[src/rtl/cmp_pwm_pkg.sv]
// Shared types for the dual-compare PWM timer.
package cmp_pwm_pkg;
    typedef enum logic [1:0] {
        SEL_PULSE  = 2'd0,
        SEL_PERIOD = 2'd1,
        SEL_CTRL   = 2'd2,
        SEL_ACK    = 2'd3
    } wr_sel_e;

    // Control word, bit 2 down to bit 0.
    typedef struct packed {
        logic lvl_period;
        logic lvl_pulse;
        logic run;
    } ctrl_t;
endpackage

[src/rtl/pwm_tick_gen.sv]
// Fixed clock divider: pulses tick for one clock every DIV clocks.
// Assumes DIV >= 1; DIV == 1 makes tick permanently high.
module pwm_tick_gen #(
    parameter int DIV = 4
) (
    input  logic clk,
    input  logic rst_n,
    output logic tick
);
    localparam int PW = (DIV > 1) ? $clog2(DIV) : 1;

    generate
        if (DIV == 1) begin : g_nodiv
            assign tick = 1'b1;
        end else begin : g_div
            logic [PW-1:0] pre_q;
            // Count 0..DIV-1 and restart.
            always_ff @(posedge clk) begin
                if (!rst_n)                       pre_q <= '0;
                else if (pre_q == PW'(DIV - 1))   pre_q <= '0;
                else                              pre_q <= pre_q + 1'b1;
            end
            assign tick = (pre_q == PW'(DIV - 1));
        end
    endgenerate
endmodule

[src/rtl/pwm_regs.sv]
// Write-port decode, control word and staged/active compare values.
// Active values reload from staging while disabled or at a period match.
module pwm_regs
    import cmp_pwm_pkg::*;
#(
    parameter int W = 16
) (
    input  logic         clk,
    input  logic         rst_n,
    input  logic         wr_en,
    input  logic [1:0]   wr_sel,
    input  logic [W-1:0] wr_data,
    input  logic         period_hit,
    output ctrl_t        ctrl_q,
    output logic [W-1:0] act_pulse,
    output logic [W-1:0] act_period,
    output logic         flag_clr
);
    logic [W-1:0] stg_pulse, stg_period;

    // Capture software writes into staging and control registers.
    always_ff @(posedge clk) begin
        if (!rst_n) begin
            stg_pulse  <= '0;
            stg_period <= '0;
            ctrl_q     <= '0;
        end else if (wr_en) begin
            case (wr_sel)
                SEL_PULSE:  stg_pulse  <= wr_data;
                SEL_PERIOD: stg_period <= wr_data;
                SEL_CTRL:   ctrl_q     <= ctrl_t'(wr_data[2:0]);
                default: ;
            endcase
        end
    end

    // Move staged values into use only at safe moments.
    always_ff @(posedge clk) begin
        if (!rst_n) begin
            act_pulse  <= '0;
            act_period <= '0;
        end else if (!ctrl_q.run || period_hit) begin
            act_pulse  <= stg_pulse;
            act_period <= stg_period;
        end
    end

    // Acknowledge strobe for the flag.
    assign flag_clr = wr_en && (wr_sel == SEL_ACK);
endmodule

[src/rtl/pwm_core.sv]
// Counter, compare matches, output pin and sticky flag.
// Assumes the compare inputs are stable except at period matches.
module pwm_core
    import cmp_pwm_pkg::*;
#(
    parameter int W = 16,
    parameter logic [W-1:0] RELOAD = 16'hFFFC
) (
    input  logic         clk,
    input  logic         rst_n,
    input  logic         tick,
    input  ctrl_t        ctrl_q,
    input  logic [W-1:0] act_pulse,
    input  logic [W-1:0] act_period,
    input  logic         flag_clr,
    output logic [W-1:0] cnt_q,
    output logic         period_hit,
    output logic         pwm_q,
    output logic         flag_q
);
    logic pulse_hit;

    assign period_hit = tick && ctrl_q.run && (cnt_q == act_period);
    assign pulse_hit  = tick && ctrl_q.run && (cnt_q == act_pulse);

    // Counter: parked while idle, reload on period match, else step.
    always_ff @(posedge clk) begin
        if (!rst_n)              cnt_q <= RELOAD;
        else if (!ctrl_q.run)    cnt_q <= RELOAD;
        else if (period_hit)     cnt_q <= RELOAD;
        else if (tick)           cnt_q <= cnt_q + 1'b1;
    end

    // Output pin: period match has priority over pulse match.
    always_ff @(posedge clk) begin
        if (!rst_n)              pwm_q <= 1'b0;
        else if (!ctrl_q.run)    pwm_q <= ctrl_q.lvl_pulse;
        else if (period_hit)     pwm_q <= ctrl_q.lvl_period;
        else if (pulse_hit)      pwm_q <= ctrl_q.lvl_pulse;
    end

    // Sticky flag: set wins over acknowledge.
    always_ff @(posedge clk) begin
        if (!rst_n)              flag_q <= 1'b0;
        else if (period_hit)     flag_q <= 1'b1;
        else if (flag_clr)       flag_q <= 1'b0;
    end
endmodule

[src/rtl/cmp_pwm_timer.sv]
// Top of the dual-compare PWM timer: divider, registers and core.
// Assumes a single clock domain and synchronous active-low reset.
module cmp_pwm_timer
    import cmp_pwm_pkg::*;
#(
    parameter int CNT_W    = 16,
    parameter int TICK_DIV = 4
) (
    input  logic             clk,
    input  logic             rst_n,
    input  logic             wr_en,
    input  logic [1:0]       wr_sel,
    input  logic [CNT_W-1:0] wr_data,
    output logic             pwm_out,
    output logic             period_flag
);
    localparam logic [CNT_W-1:0] RELOAD_VAL = ~CNT_W'(3);

    logic             tick;
    ctrl_t            ctrl_q;
    logic [CNT_W-1:0] act_pulse, act_period, cnt_q;
    logic             flag_clr, period_hit;

    pwm_tick_gen #(.DIV(TICK_DIV)) u_tick (
        .clk(clk), .rst_n(rst_n), .tick(tick)
    );

    pwm_regs #(.W(CNT_W)) u_regs (
        .clk(clk), .rst_n(rst_n), .wr_en(wr_en), .wr_sel(wr_sel),
        .wr_data(wr_data), .period_hit(period_hit), .ctrl_q(ctrl_q),
        .act_pulse(act_pulse), .act_period(act_period), .flag_clr(flag_clr)
    );

    pwm_core #(.W(CNT_W), .RELOAD(RELOAD_VAL)) u_core (
        .clk(clk), .rst_n(rst_n), .tick(tick), .ctrl_q(ctrl_q),
        .act_pulse(act_pulse), .act_period(act_period), .flag_clr(flag_clr),
        .cnt_q(cnt_q), .period_hit(period_hit), .pwm_q(pwm_out),
        .flag_q(period_flag)
    );
endmodule

[config.mk]
export PLATFORM = sky130hd
export DESIGN_NAME = cmp_pwm_timer
export DESIGN_NICKNAME = d
export VERILOG_FILES = /design/src/rtl/cmp_pwm_pkg.sv /design/src/rtl/pwm_tick_gen.sv /design/src/rtl/pwm_regs.sv /design/src/rtl/pwm_core.sv /design/src/rtl/cmp_pwm_timer.sv
export SDC_FILE = /design/constraint.sdc
export NUM_CORES = 1
export LEC_CHECK = 0
export ABC_AREA = 1
export BUFFER_PORTS_ARGS = -buffer_cell sky130_fd_sc_hd__buf_2
export CAP_MARGIN = 20
export CORE_MARGIN = 2
export CORE_UTILIZATION = 50
export DETAILED_ROUTE_END_ITERATION = 6
export PLACE_DENSITY = 0.64
export SYNTH_ARGS = -nofsm -noshare
export SYNTH_HDL_FRONTEND = slang
export SYNTH_SLANG_ARGS = --single-unit
[constraint.sdc]
create_clock -name clk -period 3.26 [get_ports clk]
set_input_delay 0.652 -clock clk [delete_from_list [all_inputs] [get_ports clk]]
set_output_delay 0.652 -clock clk [all_outputs]
set_load 0.02 [all_outputs]
==> results, run 1 <==
- Across every metal layer, demand over resource in global routing totals 23.1%.
- Adding up every negative setup slack in the final design gives 0 ns.
- Synthesis inferred 87 register bits.
- The maximum fanout count along the critical path is 34.
- The filler cell count in the final layout is between 700 and 800.
- The most instantiated library cell after synthesis is sky130_fd_sc_hd__nor2_1.
- Counting every sink on the clock net gives 87.
- The DRC violation count after routing is 0.
- Setup violations remaining at the end of the flow were counted as 0.
- Summing the areas of all xor and xnor instances in the mapped netlist gives 3.59% of the synthesized area.
- At the pin with the least slew margin, the transition time is 0.746 ns.
- The number of enable-type register cells in the synthesized netlist is 0.
- The number of standard cells after synthesis is 572.
- After the flow finishes, the layout carries non-filler instances totaling about 690.
- Setup repair after global routing left no endpoint under its margin.
- Per report_power, the combinational group accounts for 7.9% of the total.
- After clock tree synthesis, the setup repair step added 0 buffers.
- The TritonCTS clock tree is built.
- In the finished design, the share of the clock period the worst path needs comes to 73.0%.
- The post-synth net total is 595.
- Entering global routing, the biggest net connects 52 pins.
- The post-synthesis simple-gate area fraction is 31.7%.
- The vias after detailed routing is between 3000 and 4000.
- The most used flip-flop cell after synthesis is sky130_fd_sc_hd__dfxtp_1.
- The net switching power is ~550 µW.
- The source-to-sink clock delay at the later pin of the worst-skew pair is 0.36 ns.
- For this configuration, the core starts out at a cell density of between 50% and 60%.
- Summed over all layers, the routed wires come to 8980 µm.
- The worst hold-check slack is 0.438 ns.
- The first detailed-routing pass ran for 4 iterations.
- The complex-gate fraction of the synthesized area is 11.3%.
- The dominant cell type by area after synthesis is sky130_fd_sc_hd__dfxtp_1.
- The H-tree was split into 3 levels.
- The share of cells above drive strength 1 is 9.98%.
- In the post-synthesis netlist, the biggest area contributors are sky130_fd_sc_hd__dfxtp_1 45%, sky130_fd_sc_hd__nor2_1 15%, sky130_fd_sc_hd__nand2_1 9.9%.
- The number of cells after detailed placement is 677.
- Summing all placed instances gives a cell area of 4050 µm².
- The smallest clock period supported by the final layout is computed as 2.38 ns.
- The count of final hold-check violations was 0.
- The netlist area before placement is 3900 µm².
- The area fraction of the dominant cell type after synthesis is 44.7%.
- For this run the aggregate overflow at the end of global routing stands at 0.
- The global placement routability congestion is 0.947.
- The data required time of the worst path is 3.49 ns.
- The switching share of total power is between 20% and 30%.
- The number of antenna violations at the first check in global routing was 0.
- After floorplanning, the core was divided into 32 placement rows.
- The startpoint type of the worst setup path is a flip-flop.
- The area growth from synthesis to layout is 9.34%.
- The total of hold buffers inserted after clock tree synthesis is 0.
- The number of gates resized after CTS was 0.
- The floorplan die area is 8520 µm².
- The total area inside the core boundary comes to roughly 7600 µm².
- After Yosys synthesis, full adders, half adders and majority gates account for 0.642% of the synthesized area.
- The detail route stage leaves a number of antenna-violating nets equal to 0.
- The startpoint-to-endpoint class of the critical path is reg -> reg.
- During synthesis, Yosys emitted a total of 0 warnings.
- The clock skew is about 0.011 ns.
- The highest clock rate is 420 MHz.
- Sorting the synthesized cells by how often they occur yields 160 x sky130_fd_sc_hd__nor2_1, 103 x sky130_fd_sc_hd__nand2_1, 87 x sky130_fd_sc_hd__dfxtp_1, 74 x sky130_fd_sc_hd__o21ai_0, 47 x sky130_fd_sc_hd__inv_1.
- In the synthesized netlist, mux cells make up 0% of the area.
- The synthesized area divided by synthesized cell count is 6.82 µm².
- The first global-routing pass estimated 15500 µm of wire.
- The worst-case setup margin in the final layout is around 0.88 ns.
- The clock transition at the register clock pins on the worst setup and hold paths after CTS is 0.09 ns.
- Dividing the detail-routed wire length by the instance count gives 13.0 µm.
- 23 I/O pins were placed.
- Max-cap violations in this run came to 0.
- The vertical die dimension is between 90 and 100 µm.
- The net count of the finished layout is 609.
- The peak supply drop is 0.279 mV.
- By area, the combinational part of the netlist is dominated by simple AND/OR/NAND/NOR gates.
- The antenna diode count is 0.
- No sink is reached through more buffers than the 2 on the longest clock path.
- The worst min-delay path category is reg -> reg.
- The number of clock buffers added by TritonCTS is 9.
- The number of design-rule violations left by the first detailed-router iteration is 191.
- Synthesis instantiated 29 different standard cells from the library.
- In this run the clock root is driven by a sky130_fd_sc_hd__clkbuf_8.
- After synthesis, flip-flops and latches occupy between 40% and 50% of the total area.
- The finished layout cell area is 4260 µm².
- Headroom to the max-slew limit came out at 50.2%.
- At the placement stage, the worst setup path has a slack of 0.900 ns.
- The static leakage power is 1.95 nW.
- The kind of end point of the critical path is a flip-flop.
- The number of pins with negative max-slew slack in the final report is 0.
- The run finished with clean final reports.
- The number of input and output port buffers inserted is 22.
- The number of global-route vias before repair is 3257.
- The die width is 92.3 µm.
- The clock network fraction of total power is 37.7%.
- Dividing the detail-routed via count by the number of cells gives between 4 and 5.
- Summed over all nets, the half-perimeter wirelength after detailed placement is 6560 µm.
- The share of total power in sequential cells is 54.3%.
- The internal power is 1.56 mW.
- At the worst endpoint, the arrival time is 2.61 ns.
- Of all flip-flops after synthesis, the portion carrying an async set or reset was 0%.
- The power per cell area is 495 nW/µm².
[stage by stage]
stage	util (%)	total power [mW]
2_1_floorplan	-	1.29
3_3_place_gp	53.0	1.33
3_5_place_dp	53.0	1.34
4_1_cts	55.8	2.14
5_1_grt	55.8	2.22
6_report	55.8	2.11
[per-layer routing]
metal | track usage (%) | share of wire, % | vias to the layer above
met4 | 8.21 | 1.3 | 0
met3 | 3.17 | 4.0 | 10
met1 | 33.9 | 53 | 1528
met2 | 34.5 | 42 | 51
li1 | - | - | 1818
met5 | 0 | 0 | -
[path summary, 6_finish.rpt]
check / start / end / slack, ns / cells after the start
max: u_tick.g_div.pre_q[0] / u_core.cnt_q[6] / 0.88 / 11
min: u_tick.g_div.pre_q[0] / u_tick.g_div.pre_q[0] / 0.44 / 1
max reg2reg: u_tick.g_div.pre_q[0] / u_core.cnt_q[6] / 0.88 / 11
min reg2reg: u_tick.g_div.pre_q[0] / u_tick.g_div.pre_q[0] / 0.44 / 1
[power by group through the flow]
stage               logic (mW)  clock network (mW)  registers [mW]
floorplan                0.126                   0            1.16
global placement         0.163                   0            1.17
detailed placement       0.167                   0            1.17
CTS                      0.169               0.823            1.15
global route             0.199               0.869            1.15
finish                   0.168               0.797            1.15
[registers in the layout, summed over array words and instances, names as in the netlist]
name / cells
u_core.flag_q: 1
u_regs.stg_pulse: 16
u_regs.ctrl_q: 3
u_regs.act_pulse: 16
u_regs.stg_period: 16
u_core.pwm_q: 1
u_core.cnt_q: 16
u_regs.act_period: 16
u_tick.g_div.pre_q: 2
[cell type report]
type	count	area (µm²)	share of cell area, %
tap	102	128	2.99
sequential	87	1740	40.8
timing repair buffer	25	133	3.11
clock buffer	10	138	3.23
clock inverter	6	76.3	1.79
inverter	55	206	4.84
multi-input combinational	408	1840	43.2
[layout by cell type, fill, tap and decap left out, types with 8 or more instances in the layout]
cell,n
sky130_fd_sc_hd__nor2_1,160
sky130_fd_sc_hd__nand3_1,17
sky130_fd_sc_hd__xnor2_1,10
sky130_fd_sc_hd__dfxtp_1,87
sky130_fd_sc_hd__inv_1,47
sky130_fd_sc_hd__o21ai_0,74
sky130_fd_sc_hd__inv_2,8
sky130_fd_sc_hd__a21oi_1,8
sky130_fd_sc_hd__clkbuf_8,10
sky130_fd_sc_hd__buf_2,22
sky130_fd_sc_hd__nand2_1,103
[cell families (layout without fill, tap and decap cells)]
family,count (synthesis),in the layout
XOR/XNOR,16,16
flip-flops,87,87
AO/OA/AOI/OAI,87,87
adder cells (fa/ha/maj),2,2
buffers and inverters,77,96
AND/OR/NAND/NOR,303,303
[critical path, stage by stage, from the launching register on]
cell and delay [ns]:
sky130_fd_sc_hd__dfxtp_1 0.33, sky130_fd_sc_hd__ha_1 0.28, sky130_fd_sc_hd__nand2_1 0.15, sky130_fd_sc_hd__nor2_1 0.06, sky130_fd_sc_hd__nand3_1 0.09, sky130_fd_sc_hd__nor2_2 0.06
sky130_fd_sc_hd__nand3_2 0.10, sky130_fd_sc_hd__nand2_4 0.19, sky130_fd_sc_hd__inv_2 0.48, sky130_fd_sc_hd__nand2_4 0.12, sky130_fd_sc_hd__inv_2 0.25, sky130_fd_sc_hd__o21ai_0 0.13
Power figures use the tool's default switching activity.
==> run 2, diff against run 1 <==
==> constraint.sdc (replaced) <==
create_clock -name clk -period 2.4 [get_ports clk]
set_input_delay 0.48 -clock clk [delete_from_list [all_inputs] [get_ports clk]]
set_output_delay 0.48 -clock clk [all_outputs]
set_load 0.02 [all_outputs]
==> run 2 against run 1 <==
Against the previous run: first-iteration DRC count fell by 20%; sequential power rose by 36%; critical path depth did not move; worst hold slack got worse by 0.096 ns; global-route usage rose by 0.20 points; final area rose by 0.47%; sequential share of layout area fell by 0.19 points; critical endpoint is now u_regs.act_period[8]; largest power group unchanged.
==> results, run 2 (synthesis results as in run 1) <==
- Outcome: finished clean (unchanged).
- The global placement routability congestion is 0.991 (was 0.947).
- The data required time of the worst path is 2.66 ns (was 3.49 ns).
- The total of hold buffers inserted after clock tree synthesis is 0 (unchanged).
- The destination of the worst register-to-register timing path is u_regs.act_period[8] (was u_core.cnt_q[6]).
- The cell depth of the worst flop-to-flop path is 11 (unchanged).
- The share of the clock period used by the worst path is 81.9% (was 73.0%).
- The TritonCTS clock tree is built (unchanged).
- The number of cells on the worst hold path is 3 (was 1).
- The startpoint-to-endpoint class of the critical path is reg -> reg (unchanged).
- The half-perimeter wire length after detailed placement is 6570 µm (was 6560 µm).
- The clock transition at the register clock pins on the worst setup and hold paths after CTS is 0.10 ns (was 0.09 ns).
- The overall routing resource usage came to 23.3% (was 23.1%).
- The clock tree buffer depth is 2 (unchanged).
- The floorplan die area is 8520 µm² (unchanged).
- The terminating pin of the worst hold path is u_regs.stg_period[3] (was u_tick.g_div.pre_q[0]).
- The DRC violation count after routing is 0 (unchanged).
- The number of cells after detailed placement was 683 (was 677).
- Most frequent cells in the layout: 160 x sky130_fd_sc_hd__nor2_1, 103 x sky130_fd_sc_hd__nand2_1, 87 x sky130_fd_sc_hd__dfxtp_1 (unchanged).
- The kind of end point of the critical path is a flip-flop (unchanged).
- The average routed wire per standard cell is 13.0 µm (about the same).
- The vertical die dimension is 92.3 µm (unchanged).
- The detailed-route vias per instance is 5.03 (was 4.92).
- The post-route non-filler standard cell count is 699 (was 693).
- The number of input and output port buffers inserted came to 22 (unchanged).
- The area of the multi-input gates is 1840 µm² (unchanged).
- The total chip power is 2.79 mW (was 2.11 mW).
- The maximum level of the CTS H-tree is 3 (unchanged).
- The signal arrival time at the worst endpoint is 2.23 ns (was 2.61 ns).
- The uppermost signal routing layer after detailed routing is met4 (unchanged).
- The first-pass GRT wire length is 15700 µm (was 15500 µm).
- The cell chosen for the clock root was sky130_fd_sc_hd__clkbuf_8 (unchanged).
- The filler cell count in the final layout is 758 (was 784).
- Setup repair after global routing missed its margin: no (unchanged).
- The source-to-sink clock delay at the later pin of the worst-skew pair was 0.36 ns (about the same).
- The area occupied by registers was 1740 µm² (unchanged).
- The residual overflow from global routing is 0 (unchanged).
- The synthesis-to-layout area growth is 9.85% (was 9.34%).
- The number of ports placed on the die boundary came to 23 (unchanged).
- The starting density of the core is 51.0% (unchanged).
- The peak supply drop is 0.338 mV (was 0.279 mV).
- The post-route met1 wirelength was 4730 µm (was 4750 µm).
- The number of design-rule violations left by the first detailed-router iteration is 152 (was 191).
- The highest clock rate came to 509 MHz (was 420 MHz).
- The launching point of the worst reg2reg path is u_tick.g_div.pre_q[0] (unchanged).
- The worst min-delay path category is in -> reg (was reg -> reg).
- The count of final hold-check violations is 0 (unchanged).
- The vias after detailed routing is 3513 (was 3407).
- The power per cell area was 651 nW/µm² (was 495 nW/µm²).
- The remaining number of nets flagged by the antenna check after routing came to 0 (unchanged).
- The core area was 7650 µm² (unchanged).
- The share of cells above drive strength 1 was 10.9% (was 9.98%).
- The total setup buffers inserted after CTS was 0 (unchanged).
- The number of pins with negative max-slew slack in the final report is 0 (unchanged).
- The number of cell rows is 32 (unchanged).
- The setup TNS is 0 ns (unchanged).
- The final core utilization is 56.0% (was 55.8%).
- The clock skew is 0.00818 ns (was 0.0113 ns).
- The number of clock sinks seen by CTS is 87 (unchanged).
- The wire length reported by the detailed router is 9100 µm (was 8980 µm).
- The post-cts sizing count came to 0 (unchanged).
- The number of antenna violations at the first check in global routing came to 0 (unchanged).
- The register-to-register setup slack came to 0.43 ns (was 0.88 ns).
- The startpoint of the tightest hold check path is wr_data[3] (was u_tick.g_div.pre_q[0]).
- The finished layout cell area came to 4280 µm² (was 4260 µm²).
- The static leakage power was 1.96 nW (was 1.95 nW).
- The maximum fanout count along the critical path came to 32 (was 34).
- The detailed-routed wire length on met3 is 367 µm (was 358 µm).
- The max-cap check violation count is 0 (unchanged).
- The startpoint type of the worst setup path is a flip-flop (unchanged).
- The most common cell after layout, fill and taps aside is sky130_fd_sc_hd__nor2_1 (unchanged).
- The die width is 92.3 µm (unchanged).
- The antenna diode count is 0 (unchanged).
- The total of endpoints with negative setup slack in the final report is 0 (unchanged).
- The area of placed instances was 4100 µm² (was 4050 µm²).
- The number of global-route vias before repair came to 3300 (was 3257).
- The shortest period the worst path allows was 1.97 ns (was 2.38 ns).
- The net total in the final layout is 615 (was 609).
- The first-pass detailed-route iteration total was 5 (was 4).
- The TritonCTS buffer count is 9 (unchanged).
- The slew at the pin closest to its max-slew limit is 0.532 ns (was 0.746 ns).
- The detailed route wirelength on metal2 is 3770 µm (was 3750 µm).
- The pin count of the biggest net entering global routing is 34 (was 52).
- The worst slew margin relative to its limit is 64.5% (was 50.2%).
[run 2: cell count changes in the layout (fill, tap and decap cells not counted), sizes merged]
cell / delta
inv: +1
clkinv: -1
clkinvlp: +1
bufinv: -1
buf: +6
[run 2: routing by layer]
metal,track usage (%),vias up
li1,-,1830
met2,33.6,88
met5,0,-
met1,34.4,1576
met3,3.50,19
met4,10.1,0
[run 2: metrics by stage]
step	setup slack, ns	hold slack, ns
after global placement	0.519	0.412
final	0.434	0.342
after CTS	0.414	0.334
after detailed placement	0.459	0.428
after floorplan	0.737	0.404
after global routing	0.185	0.359
[run 2: worst max-delay path by stage]
stage	from	cells past startpoint	end
2_1_floorplan	u_tick.g_div.pre_q[0]	12	u_regs.act_period[11]
3_3_place_gp	u_tick.g_div.pre_q[0]	11	u_core.pwm_q
3_5_place_dp	u_tick.g_div.pre_q[0]	11	u_core.pwm_q
4_1_cts	u_tick.g_div.pre_q[0]	11	u_regs.act_period[5]
5_1_grt	u_tick.g_div.pre_q[0]	10	u_regs.act_period[13]
6_report	u_tick.g_div.pre_q[0]	11	u_regs.act_period[8]
[run 2: worst max-delay path, stage by stage (launching register included)]
cell and delay [ns]:
sky130_fd_sc_hd__dfxtp_1 0.35, sky130_fd_sc_hd__ha_1 0.30, sky130_fd_sc_hd__nand2_1 0.13, sky130_fd_sc_hd__nor2_1 0.12
sky130_fd_sc_hd__nand3_1 0.09, sky130_fd_sc_hd__nor2_2 0.15, sky130_fd_sc_hd__nand3_2 0.14, sky130_fd_sc_hd__nand2_4 0.09
sky130_fd_sc_hd__inv_2 0.05, sky130_fd_sc_hd__buf_4 0.22, sky130_fd_sc_hd__nor2_1 0.15, sky130_fd_sc_hd__nor2_1 0.06
[run 2: final cells by class]
| type | count | area share (%) |
|---|---|---|
| multi-input cells | 408 | 43.0 |
| flip-flops and latches | 87 | 40.7 |
| inverters | 55 | 4.82 |
| repair buffers | 31 | 4.15 |
| clock buffers | 10 | 3.21 |
| well taps | 102 | 2.98 |
| clock inverters | 6 | 1.20 |
[run 2: report_power, final]
part | total (mW) | internal (mW) | switching (mW)
clock | 0.998 | 0.419 | 0.579
combinational | 0.233 | 0.0908 | 0.142
sequential | 1.56 | 1.51 | 0.0508
